==> src/rtl/symtap_pkg.sv <==
package symtap_pkg;

    typedef enum logic [2:0] {
        OP_ZERO,
        OP_SUM,
        OP_DIFF,
        OP_PASS_A,
        OP_NEG_A,
        OP_PASS_B
    } alu_op_e;

    typedef enum logic {
        ACC_DUMP,
        ACC_RUN
    } acc_phase_e;

    // Joint decode of the two operand-zeroing controls and symmetry mode.
    function automatic alu_op_e decode_op(input logic fz, input logic rz, input logic odd);
        alu_op_e op;
        case ({fz, rz})
            2'b00:   op = odd ? OP_DIFF : OP_SUM;
            2'b01:   op = odd ? OP_NEG_A : OP_PASS_A;
            2'b10:   op = OP_PASS_B;
            default: op = OP_ZERO;
        endcase
        return op;
    endfunction

endpackage

==> src/rtl/symtap_prealu.sv <==
module symtap_prealu
    import symtap_pkg::*;
#(
    parameter int DW = 10
) (
    input  logic [DW-1:0]        fwd_s,
    input  logic [DW-1:0]        rev_s,
    input  logic                 data_tc,
    input  alu_op_e              op,
    output logic signed [DW+1:0] pre
);

    logic signed [DW+1:0] a_x;
    logic signed [DW+1:0] b_x;

    // Two guard bits: one for format extension, one for the sum carry.
    assign a_x = data_tc ? {{2{fwd_s[DW-1]}}, fwd_s} : {2'b00, fwd_s};
    assign b_x = data_tc ? {{2{rev_s[DW-1]}}, rev_s} : {2'b00, rev_s};

    always_comb begin
        unique case (op)
            OP_SUM:    pre = b_x + a_x;
            OP_DIFF:   pre = b_x - a_x;
            OP_PASS_A: pre = a_x;
            OP_NEG_A:  pre = -a_x;
            OP_PASS_B: pre = b_x;
            default:   pre = '0;
        endcase
    end

endmodule

==> src/rtl/symtap_mac.sv <==
module symtap_mac #(
    parameter int NTAP = 4,
    parameter int PW   = 12,
    parameter int CW   = 10,
    parameter int SW   = 25
) (
    input  logic [NTAP*PW-1:0]   pre_flat,
    input  logic [NTAP*CW-1:0]   coef_flat,
    input  logic                 coef_tc,
    output logic signed [SW-1:0] psum
);

    localparam int XW = PW + CW + 1;

    logic signed [XW-1:0] prod [NTAP];

    for (genvar gi = 0; gi < NTAP; gi++) begin : g_tap
        logic signed [PW-1:0] p_v;
        logic        [CW-1:0] c_raw;
        logic signed [CW:0]   c_x;

        assign p_v      = pre_flat[gi*PW +: PW];
        assign c_raw    = coef_flat[gi*CW +: CW];
        assign c_x      = coef_tc ? {c_raw[CW-1], c_raw} : {1'b0, c_raw};
        assign prod[gi] = XW'(p_v) * XW'(c_x);
    end

    always_comb begin
        psum = '0;
        for (int i = 0; i < NTAP; i++) begin
            psum = psum + SW'(prod[i]);
        end
    end

endmodule

==> src/rtl/symtap_accum.sv <==
module symtap_accum
    import symtap_pkg::*;
#(
    parameter int SW = 25,
    parameter int AW = 28
) (
    input  logic                 clk,
    input  logic                 rst_n,
    input  logic                 acc_en,
    input  logic signed [SW-1:0] psum,
    output logic [AW-1:0]        acc_out
);

    acc_phase_e           phase_q;
    logic signed [AW-1:0] acc_q;
    logic signed [AW-1:0] fb;
    logic signed [AW-1:0] out_q;

    // State register: phase of the samples now in the input stage.
    always_ff @(posedge clk or negedge rst_n) begin
        if (!rst_n) begin
            phase_q <= ACC_DUMP;
        end else begin
            phase_q <= acc_en ? ACC_RUN : ACC_DUMP;
        end
    end

    // Feedback: zeroed when a total is being closed.
    always_comb begin
        unique case (phase_q)
            ACC_RUN:  fb = acc_q;
            ACC_DUMP: fb = '0;
        endcase
    end

    // Outputs: running total and the held closed total.
    always_ff @(posedge clk or negedge rst_n) begin
        if (!rst_n) begin
            acc_q <= '0;
            out_q <= '0;
        end else begin
            acc_q <= AW'(psum) + fb;
            if (phase_q == ACC_DUMP) begin
                out_q <= acc_q;
            end
        end
    end

    assign acc_out = out_q;

endmodule

==> src/rtl/symtap_engine.sv <==
module symtap_engine
    import symtap_pkg::*;
#(
    parameter int  NTAP = 4,
    parameter int  DW   = 10,
    parameter int  CW   = 10,
    parameter int  NSET = 32,
    parameter int  AW   = 28,
    localparam int SETW = $clog2(NSET)
) (
    input  logic                 clk,
    input  logic                 rst_n,
    input  logic [NTAP*DW-1:0]   fwd_smp,
    input  logic [NTAP*DW-1:0]   rev_smp,
    input  logic                 fwd_zero,
    input  logic                 rev_zero,
    input  logic                 odd_sym,
    input  logic                 data_tc,
    input  logic                 coef_tc,
    input  logic                 acc_en,
    input  logic [SETW-1:0]      set_sel,
    output logic [SETW-1:0]      coef_set,
    input  logic [NTAP*CW-1:0]   coef_word,
    output logic [AW-1:0]        acc_out
);

    localparam int PW = DW + 2;
    localparam int XW = PW + CW + 1;
    localparam int SW = XW + $clog2(NTAP);

    logic [NTAP*DW-1:0] fwd_q;
    logic [NTAP*DW-1:0] rev_q;
    logic               fz_q;
    logic               rz_q;
    logic [SETW-1:0]    set_q;
    alu_op_e            op;
    logic [NTAP*PW-1:0] pre_flat;
    logic signed [SW-1:0] psum;

    always_ff @(posedge clk or negedge rst_n) begin
        if (!rst_n) begin
            fwd_q <= '0;
            rev_q <= '0;
            fz_q  <= 1'b0;
            rz_q  <= 1'b0;
            set_q <= '0;
        end else begin
            fwd_q <= fwd_smp;
            rev_q <= rev_smp;
            fz_q  <= fwd_zero;
            rz_q  <= rev_zero;
            set_q <= set_sel;
        end
    end

    assign op       = decode_op(fz_q, rz_q, odd_sym);
    assign coef_set = set_q;

    for (genvar gi = 0; gi < NTAP; gi++) begin : g_alu
        logic signed [PW-1:0] pre_g;

        symtap_prealu #(.DW(DW)) u_alu (
            .fwd_s   (fwd_q[gi*DW +: DW]),
            .rev_s   (rev_q[gi*DW +: DW]),
            .data_tc (data_tc),
            .op      (op),
            .pre     (pre_g)
        );

        assign pre_flat[gi*PW +: PW] = pre_g;
    end

    symtap_mac #(.NTAP(NTAP), .PW(PW), .CW(CW), .SW(SW)) u_mac (
        .pre_flat  (pre_flat),
        .coef_flat (coef_word),
        .coef_tc   (coef_tc),
        .psum      (psum)
    );

    symtap_accum #(.SW(SW), .AW(AW)) u_acc (
        .clk     (clk),
        .rst_n   (rst_n),
        .acc_en  (acc_en),
        .psum    (psum),
        .acc_out (acc_out)
    );

endmodule

==> config.mk <==
export PLATFORM = sky130hd
export DESIGN_NAME = symtap_engine
export DESIGN_NICKNAME = d
export VERILOG_FILES = /design/src/rtl/symtap_pkg.sv /design/src/rtl/symtap_prealu.sv /design/src/rtl/symtap_mac.sv /design/src/rtl/symtap_accum.sv /design/src/rtl/symtap_engine.sv
export SDC_FILE = /design/constraint.sdc
export NUM_CORES = 2
export LEC_CHECK = 0
export BUFFER_PORTS_ARGS = -buffer_cell sky130_fd_sc_hd__buf_2
export CAP_MARGIN = 30
export CORE_ASPECT_RATIO = 1.75
export CORE_MARGIN = 8
export CORE_UTILIZATION = 30
export CTS_BUF_LIST = sky130_fd_sc_hd__clkbuf_2 sky130_fd_sc_hd__clkbuf_4 sky130_fd_sc_hd__clkbuf_8
export DETAILED_ROUTE_END_ITERATION = 10
export PLACE_DENSITY_LB_ADDON = 0.2
export REMOVE_ABC_BUFFERS = 1
export SYNTH_ARGS = -nofsm -noshare
export SYNTH_HDL_FRONTEND = slang
export SYNTH_SLANG_ARGS = --single-unit
==> constraint.sdc <==
create_clock -name clk -period 18.2 [get_ports clk]
set_clock_uncertainty 0.2 [all_clocks]
set_input_delay 0.91 -clock clk [delete_from_list [all_inputs] [get_ports clk]]
set_output_delay 0.91 -clock clk [all_outputs]
set_load 0.01 [all_outputs]
Yosys cells after proc, flatten, opt, wreduce, memory -nomap -nowiden
Index checks and enable logic that the tools add are counted.
{"block": "totals", "regBits": 144, "inputBits": 133, "output_inout_bits": 33, "word_cells": 58}
{"block": "op_classes", "addsub": 16, "n_mul": 4, "n_eq_ne": 7, "mux": 21, "bitwise_logic": 1, "reduce_logical": 1}
{"operator": "$pmux 12 s5", "count": 4}
{"operator": "$mux 12", "count": 8}
{"operator": "$mul 12x11->23", "count": 4}
{"operator": "$pmux 28 s2", "count": 1}
{"operator": "$add 12x12->12", "count": 4}
{"operator": "$neg 12->12", "count": 4}
{"operator": "$sub 12x12->12", "count": 4}
{"operator": "$mux 11", "count": 4}
{"operator": "$add 25x28->28", "count": 1}
{"operator": "$add 24x23->25", "count": 1}
{"operator": "$add 25x23->25", "count": 1}
{"operator": "$add 23x23->24", "count": 1}
{"operator": "$pmux 3 s3", "count": 1}
{"operator": "$eq 3x2->1 const B", "count": 2}
{"operator": "$eq 3x3->1 const B", "count": 2}
{"operator": "$eq 3x1->1 const B", "count": 1}
{"operator": "$mux 3", "count": 1}
{"operator": "$eq 2x1->1 const B", "count": 1}
{"operator": "$eq 2x2->1 const B", "count": 1}
{"operator": "$logic_not 2->1", "count": 1}
{"operator": "$mux 2", "count": 1}
{"operator": "$mux 1", "count": 1}
{"operator": "$not 1->1", "count": 1}

Longest topological paths before layout
{"block": "logic_depth", "ltp_word": 9, "depth_mapped": 43, "mapped_depth_nobuf": 41}

Modules after synthesis
Synthesis repeated with hierarchy kept, for this count alone.
{"block": "unflattened", "cells_unflattened": 3373, "hier_area_um2": 31846.8}
{"mod": "symtap_mac", "n_inst": 1, "cells_each": 2255, "area_each_um2": 21433.1}
{"mod": "symtap_prealu", "n_inst": 4, "cells_each": 174, "area_each_um2": 1193.6}
{"mod": "symtap_accum", "n_inst": 1, "cells_each": 330, "area_each_um2": 3420.8}
{"mod": "symtap_engine", "n_inst": 1, "cells_each": 92, "area_each_um2": 2218.4}

Worst setup path before layout
OpenSTA, ideal clock, no wires.
{"block": "synth_path", "path_kind": "input-to-reg", "from": "input odd_sym", "to": "register u_acc.acc_q[27]", "setup_ns": 0.080, "t_arrival_ns": 10.592, "required_ns": 17.920, "path_slack_ns": 7.328, "stages": 37, "path_cell_list": "buf_2 -> or3b_1 -> buf_2 -> clkbuf_1 -> nor2_1 -> a21o_1 -> inv_1 -> ha_1 -> nor2b_1 -> o2111a_1 -> o21ai_0 -> a21oi_1 -> nor4_1 -> nor3_4 -> clkbuf_1 -> nor2b_1 -> fa_1 -> inv_1 -> fa_1 -> fa_1 -> inv_1 -> fa_1 -> fa_1 -> fa_1 -> fa_1 -> fa_1 -> inv_1 -> fa_1 -> inv_1 -> ha_1 -> a21oi_1 -> o211ai_1 -> a221o_1 -> a31o_2 -> a211o_1 -> a221oi_1 -> xnor2_1"}
{"block": "synth_via", "elab_chain_cells": 9, "elab_cells_between_ends": 20}
{"element": "start: declaration", "line_no": "symtap_engine.sv:17", "rtl": "input logic odd_sym,"}
{"element": "$mux 3 / $mux 2 (equally long branches)", "line_no": "symtap_pkg.sv:22, symtap_pkg.sv:21"}
{"element": "$pmux 3 s3 *", "line_no": "symtap_pkg.sv:20", "rtl": "case ({fz, rz})"}
{"element": "$eq 3x3->1 (tied with other cells)", "line_no": "symtap_prealu.sv:21", "rtl": "unique case (op)"}
{"element": "$pmux 12 s5", "line_no": "symtap_prealu.sv:21"}
{"element": "$mul 12x11->23", "line_no": "symtap_mac.sv:25", "rtl": "assign prod[gi] = XW'(p_v) * XW'(c_x);"}
{"element": "$add 23x23->24", "line_no": "symtap_mac.sv:31", "rtl": "psum = psum + SW'(prod[i]);"}
{"element": "$add 24x23->25", "line_no": "symtap_mac.sv:31"}
{"element": "$add 25x23->25 *", "line_no": "symtap_mac.sv:31"}
{"element": "$add 25x28->28 *", "line_no": "symtap_accum.sv:42", "rtl": "acc_q <= AW'(psum) + fb;"}
{"element": "end signal: assignment", "line_no": "symtap_accum.sv:42"}
{"element": "end: declaration", "line_no": "symtap_accum.sv:15", "rtl": "logic signed [AW-1:0] acc_q;"}
Every way passes the cells marked *; elsewhere a longest branch is shown, timed or not.
A chain may end at the register's enable or synchronous reset.

Worst setup path after layout
{"block": "layout_path", "from": "input odd_sym", "to": "register u_acc.acc_q[26]"}
The elaborated chain is that of the path after synthesis.

==> results.tsv <==
stage	metric	value	unit
finish	synthesis-to-finish area growth	8.81	%
setup_path	WP buf/inv	8	
clock_network	H-Tree Depth	4	
clock_network	Clock Tree Buf Depth	2	
status	status	finished clean	
synth	most numerous cell in the Yosys netlist	inv_1	
synth	top-area cell type share of the netlist area	0.443	
floorplanning	Core Area	106000	um^2
synth	Synth Area in Simple Gates	0.138	
global_route	GRT Overall Usage	0.170	
timing	max_slew headroom	0.333	
timing	final setup violation count	0	
finish	Layout fillers	11194	
timing	Hold Fails Final Rpt	0	
global_route	GRT overflow	0	
setup_path	crit-path most repeated cell	fa_1	
clock_network	post-CTS setup buffers	0	
clock_network	cts hold-fix bufs	0	
synth	mux cell area share after synthesis	0.0152	
setup_path	CP max FO	37	
synth	area leader, netlist	fa_1	
global_route	antenna violations before repair	13	
synth	Post-synth EDFFs	0	
synth	count of cell types in the netlist	85	
setup_path	R2R cell count	34	
route	First DRT Iteration DRCs	757	
finish	nets	4441	
setup_path	nature of the critical path startpoint	input pin	
synth	post-synthesis instance total	3292	
setup_path	Worst EP required	18420	ps
synth	most frequent cells after synthesis	inv_1, fa_1, nand2_1	
synth	main flop type after synthesis	dfrtp_1	
setup_path	critical path type	input pin to register	
synth	number of synthesis warnings	0	
flow_run	max_cap viols	0	
setup_path	critical path data arrival time	12280	ps
floorplanning	Rows	158	
placed_design	IO Port Bufs	165	
route	Initial DRT Pass Iterations	5	
timing	Tmin final	12060	ps
synth	largest family of logic cells by synthesized area	adder cells	
floorplanning	die area	118000	um^2
synth	Post-synth ARST share	1.00	
clock_network	TritonCTS Buffers	17	
synth	Mapped Area	32000	um^2
clock_network	Root Buffer	clkbuf_8	
route	DR vias	22231	
synth	top post-synthesis cells by area	fa_1, dfrtp_1, ha_1, inv_1, and2_1	
synth	Post-Synth Adder-Cell Area	0.530	
floorplanning	Initial Util	0.302	
clock_network	clock-pin slew on the worst setup and hold paths	100	ps
clock_network	CTS Sinks	144	
route	routed len/inst	20.3	um
placed_design	placer congestion estimate	0.872	
global_route	first-pass GRT wire length	153000	um
worst_hold_path	type of the worst min-delay path	input pin to asynchronous set/reset pin	
timing	worst-margin pin slew	1000	ps
floorplanning	Die X-Extent	263	um
setup_path	worst r2r src	rz_q$_DFF_PN0_	
synth	Synth Area in XOR/XNOR	0.0320	
setup_path	Critical Path Sink Type	register	
global_route	vias in the first global route	26135	
timing	fin crit share	0.663	
setup_path	largest stage delay on the critical path	760	ps
synth	Avg Synthesized Cell Area	9.73	um^2
setup_path	Slowest-stage cell, CP	fa_1	
timing	Slew Viols, Final	0	
synth	Seq/Total Area, Yosys	0.113	
timing	fmax	82.9	MHz
setup_path	Crit path max-delay family	adder cells	
clock_network	worst skew pair latency	540	ps
clock_network	CTS tree	done	
finish	layout cell share with drive strength beyond 1	0.0932	
route	Routed Antenna Nets	0	
synth	synthesized flop and latch total	144	
route	vias per inst	4.68	
synth	Compound-Gate Fraction of Synth Area	0.0687	
timing	final setup TNS	0	ps
setup_path	worst setup path startpoint	odd_sym	
setup_path	cell count along the critical path	35	
timing	RSZ-0062 raised after global routing	no	
global_route	largest net degree at the start of global routing	82	
route	total wire length	96600	um
floorplanning	I/O pins	166	
clock_network	Resized Gates After CTS	0	
route	Remaining DRCs	0	
floorplanning	Die Height	448	um
placed_design	DPL Wire Length	87600	um
==> per-stage QoR <==
step                cells  setup slack (ps)   util  instance area, um^2  hold WS, ps
global route         4752              5560  0.329                34800          221
global placement     4717              4940  0.325                34400          284
finish               4753              6140  0.329                34800          201
detailed placement   4719              5470  0.325                34400          291
CTS                  4751              6030  0.329                34800          158
floorplan            3148              7110      -                31500          273
==> cell type report <==
| type | count | area [um^2] | share of cell area |
|---|---|---|---|
| multi-input combinational | 2267 | 25200 | 0.722 |
| sequential | 144 | 3600 | 0.103 |
| inverter | 737 | 2770 | 0.0794 |
| tap | 1360 | 1700 | 0.0488 |
| timing repair buffer | 211 | 1200 | 0.0344 |
| clock buffer | 17 | 234 | 0.00672 |
| clock inverter | 15 | 171 | 0.00492 |
| antenna | 2 | 5.00 | 0.000144 |
==> routing by layer <==
| layer | up-vias | wire length [um] | track usage |
|---|---|---|---|
| met5 | - | 69 | 0 |
| met4 | 12 | 3210 | 0.0610 |
| met3 | 172 | 2160 | 0.0152 |
| met2 | 394 | 57300 | 0.358 |
| met1 | 11546 | 33900 | 0.169 |
| li1 | 10107 | - | - |
==> logic make-up (layout without fill, tap and decap cells) <==
group	after synthesis	count (layout)
AOI/OAI and AO/OA	334	334
xor gates and xnor gates	117	117
adders and majority gates	930	930
buffers and inverters	881	980
DFF	144	144
muxes	45	45
other	0	2
and+or+nand+nor	841	841
==> path summary, 6_finish.rpt <==
check / to / slack, ps
max reg2reg: u_acc.acc_q[26]$_DFF_PN0_ / 6360
min reg2reg: u_acc.acc_out[17]$_DFFE_PN0N_ / 310
max in group asynchronous: u_acc.phase_q$_DFF_PN0_ / 16130
max: u_acc.acc_q[26]$_DFF_PN0_ / 6140
min: rev_q[22]$_DFF_PN0_ / 200
min in group clk: rev_q[8]$_DFF_PN0_ / 270
==> cells in the final DEF (no fill, tap or decap), drive strengths merged, types with 5 or more instances in the layout <==
| master | instances |
|---|---|
| nor3 | 33 |
| xor2 | 53 |
| fa | 709 |
| o21a | 30 |
| nor2 | 86 |
| and2 | 193 |
| nand2b | 52 |
| a221oi | 5 |
| clkbuf | 17 |
| o31a | 6 |
| or3 | 9 |
| buf | 211 |
| nor2b | 104 |
| mux2i | 17 |
| ha | 221 |
| mux2 | 28 |
| dfrtp | 144 |
| a211o | 6 |
| a21oi | 74 |
| nand4 | 6 |
| a21o | 28 |
| o211ai | 11 |
| nand3b | 8 |
| a31oi | 9 |
| inv | 744 |
| nand2 | 267 |
| o31ai | 10 |
| xnor2 | 64 |
| or2 | 15 |
| a22o | 7 |
| nor4 | 9 |
| o22ai | 21 |
| and3 | 12 |
| a21boi | 12 |
| nand3 | 25 |
| or4 | 5 |
| o21ai | 76 |
==> registers in the layout, summed over array words and instances (netlist names) <==
register / count
u_acc.acc_q: 28
fwd_q: 40
rev_q: 40
u_acc.acc_out: 28
u_acc.phase_q: 1
fz_q: 1
rz_q: 1
coef_set: 5
Power is not shown: default switching activity piles up to over one toggle a cycle in this logic, so the estimate is an artifact.
